## src/rtl/vliw_bundle_pkg.sv

```systemverilog
package vliw_bundle_pkg;

    localparam int PRED_W          = 5;
    localparam int PAYLOAD_W       = 24;
    localparam int PREG_SEL_W      = PRED_W - 1;
    localparam int PREG_COUNT      = 1 << PREG_SEL_W;
    localparam int DEF_BUNDLE_BITS = 328;
    localparam int DEF_SLOT_COUNT  = 7;
    localparam int DEF_SLOT_BASE   = 0;
    localparam int DEF_SLOT_STRIDE = PRED_W + PAYLOAD_W;
    localparam logic [PRED_W-1:0] DEF_NEVER_CODE  = 5'b11111;
    localparam logic [PRED_W-1:0] ALWAYS_CODE     = '0;

    typedef logic [PRED_W-1:0]    pred_code_t;
    typedef logic [PAYLOAD_W-1:0] payload_t;

    // One slot request as offered to the assembler
    typedef struct packed {
        logic       present;
        pred_code_t pred;
        payload_t   payload;
    } slot_req_t;

    // One slot as recovered from a packed word
    typedef struct packed {
        pred_code_t pred;
        payload_t   payload;
    } slot_field_t;

    // LSB-first bit position of a slot's predicate field
    function automatic int pred_lsb(input int base, input int stride, input int slot);
        return base + slot * stride;
    endfunction

    // LSB-first bit position of a slot's payload field (right above the predicate)
    function automatic int payload_lsb(input int base, input int stride, input int slot);
        return base + slot * stride + PRED_W;
    endfunction

endpackage

```

## src/rtl/bundle_packer.sv

```systemverilog
module bundle_packer
    import vliw_bundle_pkg::*;
#(
    parameter int         BUNDLE_BITS = DEF_BUNDLE_BITS,
    parameter int         SLOT_COUNT  = DEF_SLOT_COUNT,
    parameter int         SLOT_BASE   = DEF_SLOT_BASE,
    parameter int         SLOT_STRIDE = DEF_SLOT_STRIDE,
    parameter pred_code_t NEVER_CODE  = DEF_NEVER_CODE
) (
    input  slot_req_t [SLOT_COUNT-1:0] req,
    output logic      [BUNDLE_BITS-1:0] word
);

    always_comb begin
        word = '0;
        for (int s = 0; s < SLOT_COUNT; s++) begin
            // default stamp first, so an absent slot is a defined no-op
            word[pred_lsb(SLOT_BASE, SLOT_STRIDE, s) +: PRED_W] = NEVER_CODE;
            if (req[s].present) begin
                word[pred_lsb(SLOT_BASE, SLOT_STRIDE, s) +: PRED_W]       = req[s].pred;
                word[payload_lsb(SLOT_BASE, SLOT_STRIDE, s) +: PAYLOAD_W] = req[s].payload;
            end
        end
    end

endmodule

```

## src/rtl/bundle_unpacker.sv

```systemverilog
module bundle_unpacker
    import vliw_bundle_pkg::*;
#(
    parameter int BUNDLE_BITS = DEF_BUNDLE_BITS,
    parameter int SLOT_COUNT  = DEF_SLOT_COUNT,
    parameter int SLOT_BASE   = DEF_SLOT_BASE,
    parameter int SLOT_STRIDE = DEF_SLOT_STRIDE
) (
    input  logic        [BUNDLE_BITS-1:0] word,
    output slot_field_t [SLOT_COUNT-1:0]  fields
);

    always_comb begin
        for (int s = 0; s < SLOT_COUNT; s++) begin
            fields[s].pred    = word[pred_lsb(SLOT_BASE, SLOT_STRIDE, s) +: PRED_W];
            fields[s].payload = word[payload_lsb(SLOT_BASE, SLOT_STRIDE, s) +: PAYLOAD_W];
        end
    end

endmodule

```

## src/rtl/pred_eval.sv

```systemverilog
module pred_eval
    import vliw_bundle_pkg::*;
#(
    parameter pred_code_t NEVER_CODE = DEF_NEVER_CODE
) (
    input  pred_code_t            code,
    input  logic [PREG_COUNT-1:0] pred_regs,
    output logic                  issue
);

    logic [PREG_SEL_W-1:0] sel;
    logic                  polarity;

    assign sel      = code[PREG_SEL_W-1:0];
    assign polarity = code[PRED_W-1];

    always_comb begin
        if (code == NEVER_CODE) begin
            issue = 1'b0;
        end else if (code == ALWAYS_CODE) begin
            issue = 1'b1;
        end else begin
            issue = (pred_regs[sel] == polarity);
        end
    end

endmodule

```

## src/rtl/vliw_bundle_unit.sv

```systemverilog
module vliw_bundle_unit
    import vliw_bundle_pkg::*;
#(
    parameter int         BUNDLE_BITS = DEF_BUNDLE_BITS,
    parameter int         SLOT_COUNT  = DEF_SLOT_COUNT,
    parameter int         SLOT_BASE   = DEF_SLOT_BASE,
    parameter int         SLOT_STRIDE = DEF_SLOT_STRIDE,
    parameter pred_code_t NEVER_CODE  = DEF_NEVER_CODE
) (
    input  logic                              clk,
    input  logic                              rst,
    input  logic                              in_valid,
    output logic                              in_ready,
    input  logic [SLOT_COUNT-1:0]             in_slot_valid,
    input  logic [SLOT_COUNT*PRED_W-1:0]      in_slot_pred,
    input  logic [SLOT_COUNT*PAYLOAD_W-1:0]   in_slot_payload,
    output logic                              out_valid,
    output logic [BUNDLE_BITS-1:0]            out_word,
    input  logic [BUNDLE_BITS-1:0]            dec_word,
    input  logic [PREG_COUNT-1:0]             dec_pred_regs,
    output logic [SLOT_COUNT-1:0]             dec_issue_en,
    output logic [SLOT_COUNT*PRED_W-1:0]      dec_pred,
    output logic [SLOT_COUNT*PAYLOAD_W-1:0]   dec_payload
);

    slot_req_t   [SLOT_COUNT-1:0] req;
    slot_req_t   [SLOT_COUNT-1:0] no_req;
    slot_field_t [SLOT_COUNT-1:0] fields;
    logic        [BUNDLE_BITS-1:0] packed_word;
    logic        [BUNDLE_BITS-1:0] empty_word;
    logic                          accept;

    assign in_ready = !rst;
    assign accept   = in_valid && in_ready;
    assign no_req   = '0;

    generate
        for (genvar s = 0; s < SLOT_COUNT; s++) begin : g_req
            assign req[s].present = in_slot_valid[s];
            assign req[s].pred    = in_slot_pred[s*PRED_W +: PRED_W];
            assign req[s].payload = in_slot_payload[s*PAYLOAD_W +: PAYLOAD_W];
        end
    endgenerate

    bundle_packer #(
        .BUNDLE_BITS (BUNDLE_BITS),
        .SLOT_COUNT  (SLOT_COUNT),
        .SLOT_BASE   (SLOT_BASE),
        .SLOT_STRIDE (SLOT_STRIDE),
        .NEVER_CODE  (NEVER_CODE)
    ) live_pk (
        .req  (req),
        .word (packed_word)
    );

    // constant no-op word, used as the reset value of the output register
    bundle_packer #(
        .BUNDLE_BITS (BUNDLE_BITS),
        .SLOT_COUNT  (SLOT_COUNT),
        .SLOT_BASE   (SLOT_BASE),
        .SLOT_STRIDE (SLOT_STRIDE),
        .NEVER_CODE  (NEVER_CODE)
    ) empty_pk (
        .req  (no_req),
        .word (empty_word)
    );

    always_ff @(posedge clk) begin
        if (rst) begin
            out_valid <= 1'b0;
            out_word  <= empty_word;
        end else begin
            out_valid <= accept;
            if (accept) begin
                out_word <= packed_word;
            end
        end
    end

    bundle_unpacker #(
        .BUNDLE_BITS (BUNDLE_BITS),
        .SLOT_COUNT  (SLOT_COUNT),
        .SLOT_BASE   (SLOT_BASE),
        .SLOT_STRIDE (SLOT_STRIDE)
    ) dec_up (
        .word   (dec_word),
        .fields (fields)
    );

    generate
        for (genvar s = 0; s < SLOT_COUNT; s++) begin : g_dec
            assign dec_pred[s*PRED_W +: PRED_W]          = fields[s].pred;
            assign dec_payload[s*PAYLOAD_W +: PAYLOAD_W] = fields[s].payload;

            pred_eval #(
                .NEVER_CODE (NEVER_CODE)
            ) pe (
                .code      (fields[s].pred),
                .pred_regs (dec_pred_regs),
                .issue     (dec_issue_en[s])
            );
        end
    endgenerate

endmodule

```

## config.mk

```make
export PLATFORM = sky130hd
export DESIGN_NAME = vliw_bundle_unit
export DESIGN_NICKNAME = d
export VERILOG_FILES = /design/src/rtl/vliw_bundle_pkg.sv /design/src/rtl/bundle_packer.sv /design/src/rtl/bundle_unpacker.sv /design/src/rtl/pred_eval.sv /design/src/rtl/vliw_bundle_unit.sv
export SDC_FILE = /design/constraint.sdc
export NUM_CORES = 1
export LEC_CHECK = 0
export BUFFER_PORTS_ARGS = -buffer_cell sky130_fd_sc_hd__buf_2
export CAP_MARGIN = 40
export CORE_AREA = 4 4 430 432
export CTS_CLUSTER_SIZE = 10
export DETAILED_ROUTE_END_ITERATION = 8
export DIE_AREA = 0 0 434 436
export GPL_TIMING_DRIVEN = 0
export SYNTH_ARGS = -nofsm -noshare
export SYNTH_HDL_FRONTEND = slang
export SYNTH_SLANG_ARGS = --single-unit
```

## constraint.sdc

```tcl
create_clock -name clk -period 2.4 [get_ports clk]
set_clock_uncertainty 0.15 [all_clocks]
set_input_delay 0.48 -clock clk [delete_from_list [all_inputs] [get_ports clk]]
set_output_delay 0.48 -clock clk [all_outputs]
set_load 0.01 [all_outputs]
```

==> results.json, run 1 <==
{
  "status": "finished, violations left",
  "failed_checks": "negative setup slack",
  "first_global_vias": 13370,
  "synth_fa_ha_area_frac": 0,
  "synthMuxAreaShare": 0.06690,
  "synth_edf_count": 0,
  "grt_max_degree": 17,
  "place.gp.congestion": 0.9039,
  "busiest_layer": "met2",
  "dp.final_hpwl_mm": 75.78,
  "instances_no_fill": 4823,
  "power_switching_w": 0.003339,
  "slew_violations": 0,
  "syn_to_final_growth_pct": 86.89,
  "fin_nets": 2971,
  "seqPwrFrac": 0.332,
  "finalHoldViolations": 0,
  "die_w_um": 434,
  "leakagePower_nw": 9.468,
  "syn_area_sq_mm": 0.01171,
  "initial_core_util": 0.06484,
  "grtUsageMet3": 0.02786,
  "path_clk_slew_ns": 0.05,
  "overflow": 0,
  "viasPerCell": 2.873,
  "grt_pass1_wl_mm": 114.3,
  "setup_viol": 7,
  "drtIter0Drc": 800,
  "synth_compound_area_frac": 0.1047,
  "drc": 0,
  "tightest_slew_ns": 0.7837,
  "worstSetupPathType": "input port to output pin",
  "clockPowerShare": 0.417,
  "use_met1": 0.08987,
  "ys_ff_latch": 204,
  "drive_above_1_share": 0.4642,
  "hold_path_depth": 3,
  "track_usage": 0.08655,
  "placed_area_sq_mm": 0.01874,
  "clk-insertion-delay-late_ns": 0.64,
  "antenna_found_initial": 44,
  "fin_area_sq_mm": 0.02188,
  "ant_nets": 0,
  "rsz0062_at_grt": "yes",
  "rr_worst_depth": 3,
  "pwr-share-comb": 0.251,
  "io_buffers": 664,
  "hold_class": "input port to register",
  "yosys.area_share.simple": 0.2272,
  "wl_mm": 88.11,
  "fmax_ghz": 0.3809,
  "power.density_mw_per_mm2": 493.1,
  "fin_ws_ns": -0.2257,
  "synth_cells": 1396,
  "arrival_ns": 2.00,
  "wire_per_inst_um": 18.27,
  "async_flop_share": 0,
  "synth_xor_area_frac": 0,
  "syn_avg_cell_area_sq_um": 8.386,
  "period_share": 1.094,
  "dieArea_sq_mm": 0.1892,
  "cts_inserted_buffers": 30,
  "startpoint_type": "input port",
  "ys.flop_type": "dfxtp_1",
  "synth_top_family_by_area": "buffers and inverters",
  "dp_cells": 4572,
  "synth_top_cell_by_area": "dfxtp_1",
  "use_met2": 0.1623,
  "synth.top_cell.area_share": 0.3488,
  "irDropWorstVdd_mv": 0.4871,
  "worst_slew_margin_rel": 0.4775,
  "switching_share": 0.3095,
  "tritoncts": "yes",
  "crit_path_max_fanout": 7,
  "dieHeight_um": 436,
  "cts_root_buf": "clkbuf_16",
  "rows": 156,
  "p_int_w": 0.007450,
  "maxCapViolations": 0,
  "final_core_util": 0.1212,
  "synth_warnings": 0,
  "pre_cts_ws_ns": -1.038,
  "cts-htree-levels": 1,
  "clkSinkCount": 204,
  "min_period_ns": 2.626,
  "core_region_area_sq_mm": 0.1805,
  "synthTopCellsByArea": "dfxtp_1, buf_4, nand2b_1, a21oi_1, nand3_1",
  "firstDrtPassIters": 5,
  "end_kind": "output pin",
  "clk_path_buf_depth": 3,
  "critPathRequiredTime_ns": 1.77,
  "yosysUniqueCellTypes": 40,
  "dr_total_vias": 13860,
  "yosysSeqAreaShare": 0.3488,
  "top_level_ports": 1097
}
## area by class of cell
type / instances / area, sq um
clock buffers: 37 / 817.0
diodes: 23 / 57.56
inverters: 15 / 61.31
flip-flops and latches: 204 / 4084
clock inverters: 11 / 153.9
plain buffers: 422 / 2957
well taps: 2370 / 2965
repair buffers: 869 / 5557
multi-input cells: 872 / 5228
fillers: 20730 / 158700
## flip-flops by register name (all words and copies together), names as in the netlist
signal	cells
out_valid	1
out_word	203
## cell usage after synthesis, types with 7 or more instances
cell type / n
clkbuf_1: 79
nor2_1: 27
dfxtp_1: 204
mux2_2: 10
o21ai_0: 33
nor2b_1: 22
nand2_1: 46
nand4_1: 7
buf_1: 11
a21oi_1: 168
nand2b_1: 150
nand3b_1: 38
mux4_2: 13
buf_4: 336
mux2i_1: 22
inv_1: 14
nand3_1: 153
## worst paths after layout
kind	startpoint	end	slack [ns]
max	dec_word[30]	dec_issue_en[1]	-0.23
min	in_slot_payload[23]	out_word[28]$_SDFFE_PP0P_	0.06
max reg2reg	out_word[198]$_SDFFE_PP0P_	out_word[198]$_SDFFE_PP0P_	1.45
min reg2reg	out_word[126]$_SDFFE_PP0P_	out_word[126]$_SDFFE_PP0P_	0.31
## metrics by stage
stage / total power, W / setup TNS, ns / hold WS [ns]
after floorplan: 0.004907 / -0.3550 / 0.3398
after global routing: 0.01129 / -1.313 / 0.03152
after CTS: 0.01098 / -0.9602 / 0.002743
after detailed placement: 0.006016 / -44.18 / 0.3043
after global placement: 0.005952 / -184.31 / 0.3023
final: 0.01079 / -0.8819 / 0.05680
## kinds of logic after synthesis
| family | after synthesis |
|---|---|
| and+or+nand+nor | 470 |
| muxes | 51 |
| AOI/OAI and AO/OA | 226 |
| other | 1 |
| buffers and inverters | 444 |
| DFF | 204 |
## routing by layer
metal	up-vias	share of wire
met3	148	0.097
met4	6	0.036
met5	-	0.00056
met1	6566	0.34
li1	6322	-
met2	815	0.52
## worst max-delay path: stages
cell	delay (ns)
buf_12	0.10
mux4_2	0.48
and2_4	0.16
o311ai_4	0.21
or3b_4	0.42
buf_6	0.13
## cells in the final DEF (no fill, tap or decap), types with 10 or more instances in the layout
| cell | count |
|---|---|
| a21oi_1 | 168 |
| o21ai_0 | 33 |
| inv_1 | 14 |
| mux2_2 | 10 |
| clkbuf_1 | 76 |
| diode_2 | 23 |
| nand3b_1 | 38 |
| nand2b_1 | 150 |
| buf_2 | 641 |
| mux4_2 | 18 |
| nor2_1 | 27 |
| conb_1 | 125 |
| buf_1 | 11 |
| mux2i_1 | 19 |
| nor2b_1 | 22 |
| nand3_1 | 153 |
| buf_4 | 338 |
| dlygate4sd3_1 | 179 |
| dfxtp_1 | 204 |
| nand2_1 | 46 |
| clkbuf_16 | 33 |
| buf_6 | 29 |
## power groups by stage
stage / clock network, W / registers (W) / logic, W
6_report: 0.00450 / 0.00359 / 0.00270
2_1_floorplan: 0 / 0.00371 / 0.00119
4_1_cts: 0.00469 / 0.00358 / 0.00270
3_3_place_gp: 0 / 0.00365 / 0.00230
3_5_place_dp: 0 / 0.00366 / 0.00236
5_1_grt: 0.00479 / 0.00360 / 0.00290
## repair_timing
item	4_1_cts	5_1_grt
hold buffers	179	0
setup buffers	5	3
endpoints found under the hold margin	179	0
pin swaps	16	8
setup endpoints to repair	8	7
gates resized for setup	81	7
Power figures use the tool's default switching activity.
==> inputs of run 2 (changes only) <==
--- a/config.mk
+++ b/config.mk
@@ -5,12 +5,13 @@
 export SDC_FILE = /design/constraint.sdc
 export NUM_CORES = 1
 export LEC_CHECK = 0
+export ABC_AREA = 1
 export BUFFER_PORTS_ARGS = -buffer_cell sky130_fd_sc_hd__buf_2
 export CAP_MARGIN = 40
-export CORE_AREA = 4 4 430 432
+export CORE_AREA = 4 4 425 427
 export CTS_CLUSTER_SIZE = 10
 export DETAILED_ROUTE_END_ITERATION = 8
-export DIE_AREA = 0 0 434 436
+export DIE_AREA = 0 0 429 431
 export GPL_TIMING_DRIVEN = 0
 export SYNTH_ARGS = -nofsm -noshare
 export SYNTH_HDL_FRONTEND = slang
==> results.json, run 2 <==
{
  "status": "completed",
  "firstDrtPassIters": 5,
  "yosysMostFrequentCell": "buf_4",
  "period_share": 0.9691,
  "synth_common_cells": "buf_4, nand2_1, dfxtp_1",
  "synth_cells": 1598,
  "finalHoldViolations": 0,
  "fmax_ghz": 0.4300,
  "met2_length_mm": 40.71,
  "largest_registers": "out_word (203), out_valid (1)",
  "arrival_ns": 1.70,
  "synth_warnings": 0,
  "core_region_area_sq_mm": 0.1761,
  "synth_top_cell_by_area": "dfxtp_1",
  "ys_ff_latch": 204,
  "drtIter0Drc": 724,
  "tritoncts": "yes",
  "min_period_ns": 2.326,
  "clk_path_buf_depth": 3,
  "die_w_um": 429,
  "hold_class": "input port to register",
  "layout_commonest_cell": "buf_2",
  "synth.top_cell.area_share": 0.3565,
  "cts_root_buf": "clkbuf_16",
  "irDropWorstVdd_mv": 0.4579,
  "whs_ns": 0.007907,
  "slew_violations": 0,
  "ant_nets": 0,
  "largest_register_ff_count": 203,
  "grt_pass1_wl_mm": 101.7,
  "wire_per_inst_um": 15.44,
  "synth_edf_count": 0,
  "startpoint_type": "input port",
  "ys.flop_type": "dfxtp_1",
  "path_clk_slew_ns": 0.06,
  "wl_mm": 75.72,
  "antenna_found_initial": 15,
  "instances_no_fill": 4905,
  "drc": 0,
  "end_kind": "output pin",
  "dp_cells": 4727,
  "crit_path_max_fanout": 6,
  "final_cell_mix": "buf_2, buf_4, nand2_1",
  "worstSetupPathType": "input port to output pin",
  "critPathRequiredTime_ns": 1.77,
  "first_global_vias": 13620,
  "syn_to_final_growth_pct": 78.24,
  "initial_core_util": 0.06504,
  "top_level_ports": 1097,
  "setup_tns_ns": 0,
  "maxCapViolations": 0,
  "highest_layer": "met5",
  "yosysUniqueCellTypes": 19,
  "track_usage": 0.07510,
  "setup_viol": 0,
  "clkSinkCount": 204,
  "grt_max_degree": 14,
  "dieHeight_um": 431,
  "rows": 154,
  "async_flop_share": 0,
  "tightest_slew_ns": 0.6845,
  "wl_met3_mm": 6.677,
  "synthTopCellsByArea": "dfxtp_1, buf_4, a21oi_1, nand2_1, o21ai_1",
  "viasPerCell": 2.853,
  "cts_inserted_buffers": 26,
  "worst_slew_margin_rel": 0.5436,
  "syn_avg_cell_area_sq_um": 7.168,
  "largest_register": "out_word",
  "dieArea_sq_mm": 0.1849,
  "leakagePower_nw": 9.851,
  "fin_nets": 3114,
  "clk-insertion-delay-late_ns": 0.57,
  "placed_area_sq_mm": 0.01819,
  "power.density_mw_per_mm2": 497.8,
  "io_buffers": 663,
  "cts-htree-levels": 1,
  "drive_above_1_share": 0.4457,
  "yosysSeqAreaShare": 0.3565,
  "overflow": 0,
  "dp.final_hpwl_mm": 64.93,
  "wl_met1_mm": 26.06,
  "place.gp.congestion": 0.9296,
  "fin_area_sq_mm": 0.02042,
  "dr_total_vias": 13990,
  "syn_area_sq_mm": 0.01145
}
## run 2: cell count changes after synthesis, sizes merged, moves of 22 or more
cell	change
nand2	+189
buf	+58
nor2	+149
mux2i	-22
inv	+49
nand2b	-150
nor2b	-22
nand3	-55
clkbuf	-60
o21ai	+156
nand3b	-31
## run 2: worst max-delay path, stage by stage
cell and delay, ns:
buf_2 0.10, clkinvlp_4 0.11, buf_12 0.16, nand2_2 0.06, nand3_1 0.07, nand2_1 0.07, nand2_1 0.06, nand2_2 0.06
o21ai_1 0.06, nand2_1 0.10, nand2_4 0.09, buf_4 0.13, buf_4 0.13
## run 2: per-stage QoR
stage	total power [W]	util	setup slack, ns
detailed placement	0.006375	0.1033	-0.1091
floorplan	0.005170	-	0.5361
finish	0.01016	0.1159	0.07425
CTS	0.01028	0.1156	0.02500
global placement	0.006358	0.1032	-0.1139
global route	0.01063	0.1159	-0.004777
## run 2: final cells by class
cell class	instances	area, sq um
repair buffers	807	4785
diodes	3	7.507
multi-input cells	1026	4539
flip-flops and latches	204	4084
plain buffers	427	3065
fillers	20410	155700
clock inverters	6	73.82
well taps	2340	2928
inverters	65	270.3
clock buffers	27	664.4
## run 2: logic make-up after synthesis
family	synth area share
compound gates	0.1697
other cells	0.0003274
flops	0.3565
simple gates	0.1827
buf+inv	0.2907
## run 2: power breakdown
part           switching (W)  internal (W)
registers           0.000116       0.00360
clock network        0.00158       0.00207
logic                0.00156       0.00124
## run 2: worst paths after layout
path,start,to,slack [ns],cells after the start
max,dec_pred_regs[1],dec_issue_en[2],0.07,13
min,in_slot_payload[85],out_word[105]$_SDFFE_PP0P_,0.008,3
max reg2reg,out_word[21]$_SDFFE_PP0P_,out_word[21]$_SDFFE_PP0P_,1.55,2
min reg2reg,out_word[29]$_SDFFE_PP1P_,out_word[29]$_SDFFE_PP1P_,0.32,2
## run 2: what timing repair did
item                       in CTS  in global routing
setup endpoints to repair       3                  7
hold endpoints to repair      141                  0
pin swaps                       0                  6
gates resized for setup         3                 12
setup buffers                   0                  1
hold buffers                  141                  0
## run 2: routing by layer
layer | track usage | up-vias
li1 | - | 6655
met2 | 0.1439 | 722
met3 | 0.02292 | 126
met4 | 0.02185 | 4
met5 | 0 | -
met1 | 0.07811 | 6486
==> inputs of run 3 (changes only) <==
--- a/config.mk
+++ b/config.mk
@@ -8,11 +8,12 @@
 export ABC_AREA = 1
 export BUFFER_PORTS_ARGS = -buffer_cell sky130_fd_sc_hd__buf_2
 export CAP_MARGIN = 40
-export CORE_AREA = 4 4 425 427
+export CORE_AREA = 4 4 429 431
 export CTS_CLUSTER_SIZE = 10
 export DETAILED_ROUTE_END_ITERATION = 8
-export DIE_AREA = 0 0 429 431
+export DIE_AREA = 0 0 433 435
 export GPL_TIMING_DRIVEN = 0
 export SYNTH_ARGS = -nofsm -noshare
 export SYNTH_HDL_FRONTEND = slang
+export SYNTH_HIERARCHICAL = 1
 export SYNTH_SLANG_ARGS = --single-unit
==> results.json, run 3 <==
{
  "status": "completed",
  "tightest_slew_ns": 0.7244,
  "hold_class": "input port to register",
  "synth_cells": 3113,
  "irDropWorstVdd_mv": 0.4080,
  "dp.final_hpwl_mm": 85.69,
  "dr_total_vias": 21340,
  "synth_xor_area_frac": 0,
  "yosys.area_share.simple": 0.2859,
  "synthTopCellsByArea": "edfxtp_1, nand2_1, buf_4, inv_1, buf_6",
  "synth_edf_count": 328,
  "path_clk_slew_ns": 0.06,
  "p_int_w": 0.01254,
  "dieArea_sq_mm": 0.1884,
  "largest_register_ff_count": 328,
  "final_core_util": 0.1826,
  "finalHoldViolations": 0,
  "wl_mm": 101.0,
  "drive_above_1_share": 0.3250,
  "yosysUniqueCellTypes": 18,
  "synth_common_cells": "nand2_1, inv_1, buf_4",
  "leakagePower_nw": 19.95,
  "ys_ff_latch": 329,
  "largest_register": "out_word",
  "min_period_ns": 2.236,
  "io_buffers": 760,
  "crit_path_max_fanout": 10,
  "drtIter0Drc": 894,
  "cts_inserted_buffers": 45,
  "syn_to_final_growth_pct": 44.43,
  "firstDrtPassIters": 5,
  "syn_avg_cell_area_sq_um": 7.317,
  "critPathRequiredTime_ns": 1.77,
  "setup_viol": 0,
  "switching_share": 0.2968,
  "dieHeight_um": 435,
  "synth_compound_area_frac": 0.001538,
  "rsz0062_at_grt": "no",
  "track_usage": 0.1011,
  "maxCapViolations": 0,
  "top_level_ports": 1097,
  "drc": 0,
  "power.density_mw_per_mm2": 542.1,
  "rows": 156,
  "grt_max_degree": 159,
  "ys.flop_type": "edfxtp_1",
  "syn_area_sq_mm": 0.02278,
  "worst_slew_margin_rel": 0.5171,
  "overflow": 0,
  "seqPwrFrac": 0.405,
  "wire_per_inst_um": 14.82,
  "yosysSeqAreaShare": 0.4333,
  "place.gp.congestion": 0.9158,
  "clkSinkCount": 329,
  "startpoint_type": "input port",
  "fmax_ghz": 0.4472,
  "cts-htree-levels": 2,
  "clockPowerShare": 0.367,
  "cts_root_buf": "clkbuf_16",
  "die_w_um": 433,
  "largest_registers": "out_word (328), out_valid (1)",
  "async_flop_share": 0,
  "yosysMostFrequentCell": "nand2_1",
  "pwr-share-comb": 0.228,
  "core_region_area_sq_mm": 0.1802,
  "viasPerCell": 3.132,
  "slew_violations": 0,
  "synthMuxAreaShare": 0,
  "synth_top_cell_by_area": "edfxtp_1",
  "tritoncts": "yes",
  "antenna_found_initial": 41,
  "end_kind": "output pin",
  "final_cell_mix": "nand2_1, buf_2, inv_1",
  "ant_nets": 0,
  "whs_ns": 0.06865,
  "synth_warnings": 6,
  "power_switching_w": 0.005293,
  "fill_cells": 20330,
  "layout_commonest_cell": "nand2_1",
  "synth_top_family_by_area": "simple AND/OR/NAND/NOR gates",
  "period_share": 0.9317,
  "grt_pass1_wl_mm": 137.2,
  "synth.top_cell.area_share": 0.4324,
  "fin_nets": 4947,
  "synth_fa_ha_area_frac": 0,
  "initial_core_util": 0.1264,
  "worstSetupPathType": "input port to output pin",
  "arrival_ns": 1.61,
  "clk_path_buf_depth": 3,
  "first_global_vias": 20070
}
## run 3: cell count changes in the layout (fill, tap and decap cells not counted), moves of 182 or more
cell | before | now
a21oi_1 | 182 | 0
conb_1 | 125 | 467
dfxtp_1 | 204 | 1
edfxtp_1 | 0 | 328
inv_1 | 39 | 498
nand2_1 | 226 | 1557
## run 3: path summary, 6_finish.rpt
check | from | end | slack (ns) | cells after the start
max | dec_word[29] | dec_issue_en[1] | 0.16 | 12
min | in_slot_pred[22] | out_word[118]$_DFFE_PP_ | 0.07 | 5
## run 3: layout make-up
type,count,area [sq um],share of cell area
tap,2370,2965,0.09013
clock buffer,57,1192,0.03624
inverter,513,1983,0.06028
timing repair buffer,765,3904,0.1187
sequential,329,9869,0.3000
buffer,575,4387,0.1333
multi-input combinational,2161,8330,0.2532
antenna,26,65.06,0.001978
clock inverter,18,202.7,0.006161
## run 3: cell families after synthesis
| group | after synthesis |
|---|---|
| and+or+nand+nor | 1686 |
| buffers and inverters | 1088 |
| DFF | 329 |
| AOI/OAI and AO/OA | 7 |
| other | 3 |
## run 3: through the flow
step	setup TNS, ns	cells	area [sq um]	setup WS, ns	total power (W)
floorplan	-61.72	3577	24560	-0.1882	0.009646
global placement	-347.94	6707	31330	-1.300	0.01138
detailed placement	-110.32	6710	31410	-0.9093	0.01140
CTS	0	6787	32810	0.05659	0.01812
global route	0	6813	32900	0.05225	0.01877
finish	0	6814	32900	0.1638	0.01783
## run 3: critical path, cell delays in order
cell and delay [ns]:
buf_4 0.12, buf_6 0.14, inv_8 0.07, nand2_1 0.06, nand3_1 0.07, nand2_1 0.07, nand2_1 0.07, nand2_2 0.06
o21ai_1 0.11, nand2_1 0.07, nand2_2 0.12, buf_2 0.16
## run 3: metal layers
metal  wire [um]  track usage
met3        5101      0.01674
met1       31300      0.08813
met2       57950       0.2108
met4        6627      0.05824
met5          28            0
## run 3: timing repair
item / CTS / global route
pin swaps: 1 / 0
cloned: 1 / 1
hold buffers: 2 / 0
hold endpoints to repair: 2 / 0
buffers inserted: 0 / 0
setup endpoints to repair: 77 / 105
resized for setup: 0 / 1
## run 3: power by group through the flow
stage               clock [W]  combinational, W  sequential [W]
floorplan                   0           0.00198         0.00767
global placement            0           0.00401         0.00737
detailed placement          0           0.00405         0.00736
CTS                   0.00682           0.00406         0.00724
global route          0.00701           0.00448         0.00727
finish                0.00655           0.00406         0.00723
